`config.mk`:
```
export PLATFORM = sky130hd
export DESIGN_NAME = conv_sequencer
export DESIGN_NICKNAME = d
export VERILOG_FILES = /design/src/rtl/seq_pkg.sv /design/src/rtl/seq_chan_rotator.sv /design/src/rtl/seq_pacer.sv /design/src/rtl/seq_capture.sv /design/src/rtl/conv_sequencer.sv
export SDC_FILE = /design/constraint.sdc
export NUM_CORES = 1
export LEC_CHECK = 0
export BUFFER_PORTS_ARGS = -buffer_cell sky130_fd_sc_hd__buf_4
export CORE_MARGIN = 1.5
export CORE_UTILIZATION = 45
export DETAILED_ROUTE_END_ITERATION = 8
export PLACE_DENSITY = 0.76
export SLEW_MARGIN = 10
export SYNTH_ARGS = -nofsm -noshare
export SYNTH_HDL_FRONTEND = slang
export SYNTH_SLANG_ARGS = --single-unit
```
`constraint.sdc`:
```
create_clock -name clk -period 3.81 [get_ports clk]
set_input_delay 0.381 -clock clk [delete_from_list [all_inputs] [get_ports clk]]
set_output_delay 0.381 -clock clk [all_outputs]
set_load 0.02 [all_outputs]
```
`src/rtl/seq_pkg.sv`:
```
package seq_pkg;
  localparam int NCH    = 5;
  localparam int CH_W   = 3;
  localparam int RES_W  = 12;
  localparam int INT_W  = 16;
  localparam int FRAC_W = 8;

  typedef enum logic {ST_IDLE = 1'b0, ST_BUSY = 1'b1} seq_state_e;

  // lowest set mask bit above cur, else lowest set bit, else cur
  function automatic logic [CH_W-1:0] next_channel(input logic [CH_W-1:0] cur,
                                                   input logic [NCH-1:0]  mask);
    logic [CH_W-1:0] res;
    logic            found;
    res   = cur;
    found = 1'b0;
    for (int i = 0; i < NCH; i++) begin
      if (!found && mask[i] && (CH_W'(i) > cur)) begin
        res   = CH_W'(i);
        found = 1'b1;
      end
    end
    for (int i = 0; i < NCH; i++) begin
      if (!found && mask[i]) begin
        res   = CH_W'(i);
        found = 1'b1;
      end
    end
    return res;
  endfunction

  // fraction accumulate: {carry, new accumulator}
  function automatic logic [FRAC_W:0] pace_step(input logic [FRAC_W-1:0] acc,
                                                input logic [FRAC_W-1:0] frac);
    return {1'b0, acc} + {1'b0, frac};
  endfunction
endpackage

```
`src/rtl/seq_chan_rotator.sv`:
```
module seq_chan_rotator
  import seq_pkg::*;
#(
  parameter int N_CH  = NCH,
  parameter int C_W   = CH_W
) (
  input  logic            clk,
  input  logic            rst_n,
  input  logic            wr,
  input  logic [C_W-1:0]  wdata,
  input  logic [N_CH-1:0] mask,
  input  logic            adv,
  output logic [C_W-1:0]  chan
);
  logic [C_W-1:0] chan_q;

  always_ff @(posedge clk or negedge rst_n) begin
    if (!rst_n)   chan_q <= '0;
    else if (wr)  chan_q <= wdata;
    else if (adv) chan_q <= next_channel(chan_q, mask);
  end

  assign chan = chan_q;


  rotate_lands_chk: assert property (@(posedge clk) disable iff (!rst_n)
    (adv && !wr && (mask != '0)) |=> ((($past(mask) >> chan_q) & N_CH'(1)) == N_CH'(1)));

  zero_mask_hold_chk: assert property (@(posedge clk) disable iff (!rst_n)
    (adv && !wr && (mask == '0)) |=> $stable(chan_q));
endmodule

```
`src/rtl/seq_pacer.sv`:
```
module seq_pacer
  import seq_pkg::*;
#(
  parameter int I_W = INT_W,
  parameter int F_W = FRAC_W
) (
  input  logic           clk,
  input  logic           rst_n,
  input  logic           active,
  input  logic [I_W-1:0] div_int,
  input  logic [F_W-1:0] div_frac,
  output logic           tick
);
  localparam int CNT_W = I_W + 1;

  logic [CNT_W-1:0] cnt_q;
  logic [F_W-1:0]   acc_q;
  logic [F_W:0]     step;

  assign step = pace_step(acc_q, div_frac);
  assign tick = active && (cnt_q == '0);

  always_ff @(posedge clk or negedge rst_n) begin
    if (!rst_n) begin
      cnt_q <= '0;
      acc_q <= '0;
    end else if (!active) begin
      cnt_q <= '0;
      acc_q <= '0;
    end else if (tick) begin
      cnt_q <= CNT_W'(div_int) + CNT_W'(step[F_W]);
      acc_q <= step[F_W-1:0];
    end else begin
      cnt_q <= cnt_q - 1'b1;
    end
  end


  tick_spacing_chk: assert property (@(posedge clk) disable iff (!rst_n)
    (tick && (div_int != '0)) |=> !tick);
endmodule

```
`src/rtl/seq_capture.sv`:
```
module seq_capture
  import seq_pkg::*;
#(
  parameter int R_W = RES_W
) (
  input  logic           clk,
  input  logic           rst_n,
  input  logic           cap,
  input  logic [R_W-1:0] din,
  input  logic           err_in,
  input  logic           sticky_clr,
  output logic [R_W-1:0] sample,
  output logic           err_last,
  output logic           err_sticky,
  output logic           strobe
);
  logic [R_W-1:0] sample_q;
  logic           last_q, sticky_q, strobe_q;

  always_ff @(posedge clk or negedge rst_n) begin
    if (!rst_n) begin
      sample_q <= '0;
      last_q   <= 1'b0;
      sticky_q <= 1'b0;
      strobe_q <= 1'b0;
    end else begin
      strobe_q <= cap;
      if (cap) begin
        sample_q <= din;
        last_q   <= err_in;
      end
      if (cap && err_in)   sticky_q <= 1'b1;
      else if (sticky_clr) sticky_q <= 1'b0;
    end
  end

  assign sample     = sample_q;
  assign err_last   = last_q;
  assign err_sticky = sticky_q;
  assign strobe     = strobe_q;


  sticky_hold_chk: assert property (@(posedge clk) disable iff (!rst_n)
    (err_sticky && !sticky_clr) |=> err_sticky);

  err_last_chk: assert property (@(posedge clk) disable iff (!rst_n)
    cap |=> (err_last == $past(err_in)));
endmodule

```
`src/rtl/conv_sequencer.sv`:
```
module conv_sequencer
  import seq_pkg::*;
#(
  parameter int N_CH = NCH,
  parameter int C_W  = CH_W,
  parameter int R_W  = RES_W,
  parameter int I_W  = INT_W,
  parameter int F_W  = FRAC_W
) (
  input  logic            clk,
  input  logic            rst_n,
  input  logic            cfg_enable,
  input  logic            cfg_chan_wr,
  input  logic [C_W-1:0]  cfg_chan_wdata,
  input  logic [N_CH-1:0] cfg_chan_mask,
  input  logic            start_once,
  input  logic            run_continuous,
  input  logic [I_W-1:0]  div_int,
  input  logic [F_W-1:0]  div_frac,
  input  logic            sticky_clr,
  output logic            conv_clk_en,
  output logic            conv_start,
  output logic [C_W-1:0]  conv_chan,
  input  logic            conv_done,
  input  logic [R_W-1:0]  conv_result,
  input  logic            conv_err,
  output logic            ready,
  output logic [R_W-1:0]  result,
  output logic            err_last,
  output logic            err_sticky,
  output logic            q_valid,
  output logic [R_W-1:0]  q_data,
  output logic            q_err
);
  seq_state_e state_q;
  logic       once_pend_q, pace_pend_q, start_q;
  logic       busy, done_evt, launch, pace_tick, pace_active;

  assign busy        = (state_q == ST_BUSY);
  assign done_evt    = cfg_enable && busy && conv_done;
  assign launch      = cfg_enable && !busy && (once_pend_q || pace_pend_q);
  assign pace_active = cfg_enable && run_continuous;

  always_ff @(posedge clk or negedge rst_n) begin
    if (!rst_n) begin
      state_q     <= ST_IDLE;
      once_pend_q <= 1'b0;
      pace_pend_q <= 1'b0;
      start_q     <= 1'b0;
    end else if (!cfg_enable) begin
      state_q     <= ST_IDLE;
      once_pend_q <= 1'b0;
      pace_pend_q <= 1'b0;
      start_q     <= 1'b0;
    end else begin
      start_q     <= launch;
      if (launch)        state_q <= ST_BUSY;
      else if (done_evt) state_q <= ST_IDLE;
      once_pend_q <= (once_pend_q && !launch) || start_once;
      pace_pend_q <= run_continuous && ((pace_pend_q && !launch) || pace_tick);
    end
  end

  seq_pacer #(.I_W(I_W), .F_W(F_W)) u_pacer (
    .clk(clk), .rst_n(rst_n), .active(pace_active),
    .div_int(div_int), .div_frac(div_frac), .tick(pace_tick)
  );

  seq_chan_rotator #(.N_CH(N_CH), .C_W(C_W)) u_rot (
    .clk(clk), .rst_n(rst_n), .wr(cfg_chan_wr), .wdata(cfg_chan_wdata),
    .mask(cfg_chan_mask), .adv(done_evt), .chan(conv_chan)
  );

  seq_capture #(.R_W(R_W)) u_cap (
    .clk(clk), .rst_n(rst_n), .cap(done_evt), .din(conv_result),
    .err_in(conv_err), .sticky_clr(sticky_clr), .sample(result),
    .err_last(err_last), .err_sticky(err_sticky), .strobe(q_valid)
  );

  assign conv_clk_en = cfg_enable;
  assign conv_start  = start_q;
  assign ready       = cfg_enable && !busy;
  assign q_data      = result;
  assign q_err       = err_last;


  start_pulse_chk: assert property (@(posedge clk) disable iff (!rst_n)
    conv_start |=> !conv_start);

  start_enabled_chk: assert property (@(posedge clk) disable iff (!rst_n)
    conv_start |-> $past(cfg_enable));

  ready_not_start_chk: assert property (@(posedge clk) disable iff (!rst_n)
    ready |-> !conv_start);

  idle_done_chk: assert property (@(posedge clk) disable iff (!rst_n)
    (conv_done && !busy) |=> !q_valid);

  q_single_chk: assert property (@(posedge clk) disable iff (!rst_n)
    q_valid |=> !q_valid);
endmodule

```
## After elaboration in Yosys (flattened, before gate mapping)

Cells that the tools add are included.

- Bits of input ports: 53
- Register bits: 47
- Logic and storage cells: 115

- Reduce and logical (&&, ||, !) cells: 43
- Muxes and demuxes: 51
- Magnitude comparators: 5
- Add/subtract/negate cells: 3
- Equality and inequality tests: 2

Operators by type and width:

| cell | number |
|---|---|
| two-way mux 3 bit | 12 |
| two-way mux 1 bit | 35 |
| two-way mux 17 bit | 2 |
| logical AND 1 bit | 24 |
| adder 16 x 1 -> 17 bit | 1 |
| logical NOT 17 bit | 1 |
| subtractor 17 x 1 -> 17 bit, second input constant | 1 |
| two-way mux 8 bit | 2 |
| logical NOT 1 bit | 11 |
| nonzero test 11 bit | 1 |
| adder 8 x 8 -> 9 bit | 1 |
| greater-than comparator 1 x 3 -> 1 bit, first input constant | 2 |
| greater-than comparator 2 x 3 -> 1 bit, first input constant | 2 |
| nonzero test 2 bit | 2 |
| greater-than comparator 3 bit, first input constant | 1 |
| logical OR 1 bit | 3 |
| inequality test 3 x 1 -> 1 bit, second input constant | 1 |
| inequality test 2 bit, second input constant | 1 |
| AND reduction 2 bit | 1 |

## Logic depth before layout (Yosys ltp)

- Depth in word-level cells: 54
- Mapped depth: 14
- Gate-level depth less buffers: 14

## Cells and area by module

A second synthesis with hierarchy kept.

- Cell total of the unflattened synthesis: 302
- Area total of the unflattened synthesis: 2967.8 um2

Modules (own cells, without submodules):

| module | area an instance (um2) | cells an instance | instances |
|---|---|---|---|
| seq_pacer | 1810.5 | 200 | 1 |
| seq_capture | 573.0 | 33 | 1 |
| seq_chan_rotator | 312.8 | 41 | 1 |
| conv_sequencer | 271.5 | 28 | 1 |

## Worst setup path before layout

OpenSTA, ideal clock, no wires.

- Path type: input -> register
- Start point: input port div_frac[0]
- End point: register u_pacer.cnt_q[8]
- Setup time: 0.094 ns
- Arrival time: 2.716 ns
- Path slack: 1.000 ns
- Cell stages on the path: 14
- Path buffers: 0
- Cell sequence: ha_1 fa_1 a211o_1 o211ai_1 a21oi_1 o21ai_0 nand2b_1 ha_1 ha_1 nand3_1 nor2_1 nand3_1 xor2_1 a211oi_1

- Cells in the longest elaborated chain, start to end: 4

RTL lines:

| element | RTL line | RTL |
|---|---|---|
| start, declared | conv_sequencer.sv:19 | `input logic [F_W-1:0] div_frac,` |
| adder 8 x 8 -> 9 bit | seq_pkg.sv:35 | `return {1'b0, acc} + {1'b0, frac};` |
| adder 16 x 1 -> 17 bit | seq_pacer.sv:31 | `cnt_q <= CNT_W'(div_int) + CNT_W'(step[F_W]);` |
| two-way mux 17 bit | seq_pacer.sv:30 | `end else if (tick) begin` |
| two-way mux 17 bit | seq_pacer.sv:27 | `end else if (!active) begin` |
| end signal, assigned | seq_pacer.sv:31 |  |
| end signal, assigned | seq_pacer.sv:34 | `cnt_q <= cnt_q - 1'b1;` |
| end, declared | seq_pacer.sv:16 | `logic [CNT_W-1:0] cnt_q;` |

Every way passes these cells.
A chain may end at the register's enable or synchronous reset.

## Worst setup path after layout

- Start point: register u_pacer.acc_q[0]
- End point: register u_pacer.cnt_q[8]

- Cells in the longest elaborated chain, start to end: 4

RTL lines:

| element | RTL line | RTL |
|---|---|---|
| start, declared | seq_pacer.sv:17 | `logic [F_W-1:0] acc_q;` |
| start signal, assigned | seq_pacer.sv:32 | `acc_q <= step[F_W-1:0];` |
| adder 8 x 8 -> 9 bit | seq_pkg.sv:35 |  |
| adder 16 x 1 -> 17 bit | seq_pacer.sv:31 |  |
| two-way mux 17 bit | seq_pacer.sv:30 |  |
| two-way mux 17 bit | seq_pacer.sv:27 |  |

Every way passes these cells.

==> key figures <==
Power and ir drop
  – Maximum vdd ir drop: roughly 0.43 mV
  – Logic pwr share: a little over half
  – Leak Pwr: ~1.7 nW
  – Seq pwr share: 32.0%
  – PD cells: 686 nW/µm²
  – Clock Power Share: 14.8%
  – Fraction of power spent switching nets: 43.1%
  – Pint: between 1 and 1.5 mW
  – Psw: 1.06 mW

Route
  – Max layer used: met4
  – Final Routed Wirelength: about 6.6 mm
  – Met3 Wirelength: between 150 and 200 µm
  – Initial drt markers: 170
  – Via count: approximately 2,600
  – DRC Markers: 0
  – Routed metal-1 wirelength: a little over 3 mm
  – Routed length on met2: around 3.3 mm
  – DRT antenna net count: 0
  – Routed len/inst: between 10 and 15 µm
  – Vias per inst: between 5 and 6
  – DR pass1 iterations: 4

Timing
  – Setup Skew: 4.21 ps
  – Final hold viol count: 0
  – Fin crit share: between 80% and 90%
  – RSZ-0062 raised after global routing: false
  – Slew Limit Headroom: between 40% and 50%
  – Max-slew violation count: 0
  – TNS Setup: 0 ps
  – Final setup vio count: 0
  – Worst-Margin Slew: between 700 and 800 ps
  – Fmax: about 320 MHz
  – Min cycle time layout: slightly above 3000 ps

CTS
  – Clk root buf: clkbuf_8
  – Total CTS buffers: 5
  – Post-CTS Setup Inserts: 0
  – Skew-Pair Late Insertion Delay: 300 ps
  – Post-CTS Hold Fix Bufs: 0
  – Clk pin slew, worst setup/hold paths: roughly 90 ps
  – Maximum root-to-sink buffer count: 2
  – Clk sinks: 47
  – # resized after CTS: 0
  – CTS H-tree lvls: 2
  – CTS tree: done

Layout
  – Fillers: between 500 and 600
  – Fin util: between 50% and 60%
  – Most frequent cells in the layout: buf_4, nand2_1, dfrtp_1, a21oi_1, nor2_1
  – Layout area overhead: 24.5%
  – Share of cells above drive strength 1: between 20% and 30%
  – Final Non-Filler Cells: between 400 and 500
  – Fin area: about 3600 µm²
  – Commonest non-fill, non-tap cell in the layout: buf_4
  – Ant. Diodes: 0
  – Fin nets: 460

Floorplan
  – Die Y: between 80 and 90 µm
  – Core area: 6060 µm²
  – Die Footprint: about 6900 µm²
  – Rows: 28
  – Initial Util: a little under half
  – I/O pin cnt: between 80 and 90
  – Die width: between 80 and 90 µm

Yosys
  – Seq/Total Area, Yosys: roughly two fifths
  – Post-synth ARST share: 100%
  – Net count after synthesis: a little under 400
  – Share of the synthesized area in the top cell type: slightly above 40%
  – Most used DFF post-synth: dfrtp_1
  – Synth Instances: about 320
  – Yosys reg bits: 47
  – Distinct cells, synth: 56
  – Yosys warns: 0
  – Synth Cell Area: a little under 3000 µm²
  – Syn avg cell area: approximately 8.9 µm²
  – Number of synthesized flops with an enable pin: 0
  – Synth area leader: dfrtp_1
  – Top post-synthesis cells by area: dfrtp_1, nand2_1, ha_1

Worst setup path
  – Startpoint types: flip-flop
  – CP endpoint kind: flip-flop
  – Critical setup path kind: reg -> reg
  – Crit-path max FO: 6
  – Worst Path Arrival: around 3300 ps
  – CP Data Required Time: between 4000 and 5000 ps

Global routing
  – Initial antenna violation count: 0
  – Total track usage: 19.0%
  – Vias in the first global route: approximately 2,500
  – First-pass GRT wire length: between 10 and 15 mm
  – Largest net degree at the start of global routing: 48
  – Grt total ovfl: 0

Placed design
  – Number of buffer cells added on primary ports: 86
  – RePlAce Congestion: about 0.89
  – Placed cells: ~460
  – Final HPWL DP: 4.88 mm
  – Cell Area, Placed: ~3500 µm²

Hold path
  – Worst hold path class: in -> async

Run
  – Max-cap violations: 0

Outcome
  – Status: completed
==> cell families (layout without fill, tap and decap cells) <==
family,count (synthesis),count (layout),synth area share [%]
xor gates and xnor gates,26,26,7.90
adders and majority gates,12,12,5.47
AOI/OAI and AO/OA,73,73,16.9
DFF,47,47,40.8
muxes,1,1,0.390
buffers and inverters,32,104,6.38
and+or+nand+nor,132,132,22.2
==> final timing paths <==
| kind | startpoint | end | slack, ps | cells after the start |
|---|---|---|---|---|
| hold reg to reg | u_pacer.acc_q[7]$_DFFE_PN0P_ | u_pacer.acc_q[7]$_DFFE_PN0P_ | 510 | 2 |
| setup / recovery | u_pacer.acc_q[0]$_DFFE_PN0P_ | u_pacer.cnt_q[8]$_DFF_PN0_ | 710 | 14 |
| hold / removal | rst_n | u_cap.sample[5]$_DFFE_PN0P_ | 80 | 1 |
| max in group asynchronous | rst_n | u_pacer.cnt_q[2]$_DFF_PN0_ | 3310 | 1 |
| min in group clk | conv_done | busy$_DFFE_PN0P_ | 270 | 2 |
| setup reg to reg | u_pacer.acc_q[0]$_DFFE_PN0P_ | u_pacer.cnt_q[8]$_DFF_PN0_ | 710 | 14 |
==> power by group through the flow <==
stage               logic [mW]  clock network (mW)  registers, mW
floorplan                0.904                   0          0.856
global placement          1.29                   0          0.791
detailed placement        1.31                   0          0.797
CTS                       1.32               0.371          0.787
global route              1.43               0.394          0.811
finish                    1.31               0.363          0.788
==> area by class of cell <==
| type | count | area [µm²] | area share, % |
|---|---|---|---|
| Timing Repair Buffer | 87 | 653 | 18.2 |
| Tap cell | 75 | 93.8 | 2.61 |
| Clock inverter | 2 | 37.5 | 1.05 |
| Multi-Input combinational cell | 244 | 1520 | 42.4 |
| Inverter | 10 | 37.5 | 1.05 |
| Sequential cell | 47 | 1180 | 32.8 |
| Clock buffer | 5 | 68.8 | 1.92 |
==> routing by layer <==
| metal | global-route usage, % | vias up |
|---|---|---|
| met5 | 0 | - |
| met4 | 3.64 | 0 |
| met3 | 1.79 | 2 |
| met2 | 34.6 | 48 |
| met1 | 24.6 | 1241 |
| li1 | - | 1281 |
==> critical path, stage by stage (launching register included) <==
cell and delay, ps:
dfrtp_1 390, ha_1 220, fa_1 430, a211o_1 280
o211ai_1 140, a21oi_1 120, o21ai_0 160, nand2b_1 80
ha_1 240, ha_1 230, nand3_1 230, nor2_1 110
nand3_1 110, xor2_1 60, a211oi_1 220
==> stage by stage <==
stage	worst slack (ps)	total power, mW	hold slack (ps)
4_1_cts	718	2.48	112
3_3_place_gp	684	2.08	428
6_report	711	2.46	76.4
5_1_grt	455	2.63	130
2_1_floorplan	1000	1.76	85.4
3_5_place_dp	630	2.11	441
==> sequential cells by signal, summed over array words and instances, names as in the netlist <==
| name | count |
|---|---|
| u_cap.strobe | 1 |
| conv_start | 1 |
| busy | 1 |
| u_pacer.acc_q | 8 |
| u_rot.chan | 3 |
| u_cap.sample | 12 |
| u_cap.err_last | 1 |
| once_pend_q | 1 |
| u_pacer.cnt_q | 17 |
| u_cap.err_sticky | 1 |
| pace_pend_q | 1 |
==> Yosys cell counts, drive strengths merged (2+ instances only) <==
library cell  number
nand2             64
dfrtp             47
buf               19
a21oi             18
nor2              15
xnor2             14
a211oi            13
o21ai             13
xor2              12
ha                11
nand3             11
inv               10
nor3              10
nor2b              7
o22ai              6
nor4               4
clkbuf             3
nand2b             3
nand4              3
nor3b              3
or3                3
a211o              2
a21o               2
a31oi              2
and2               2
and4               2
o41ai              2
or4                2
No activity file was read; power rests on OpenSTA's default activity.
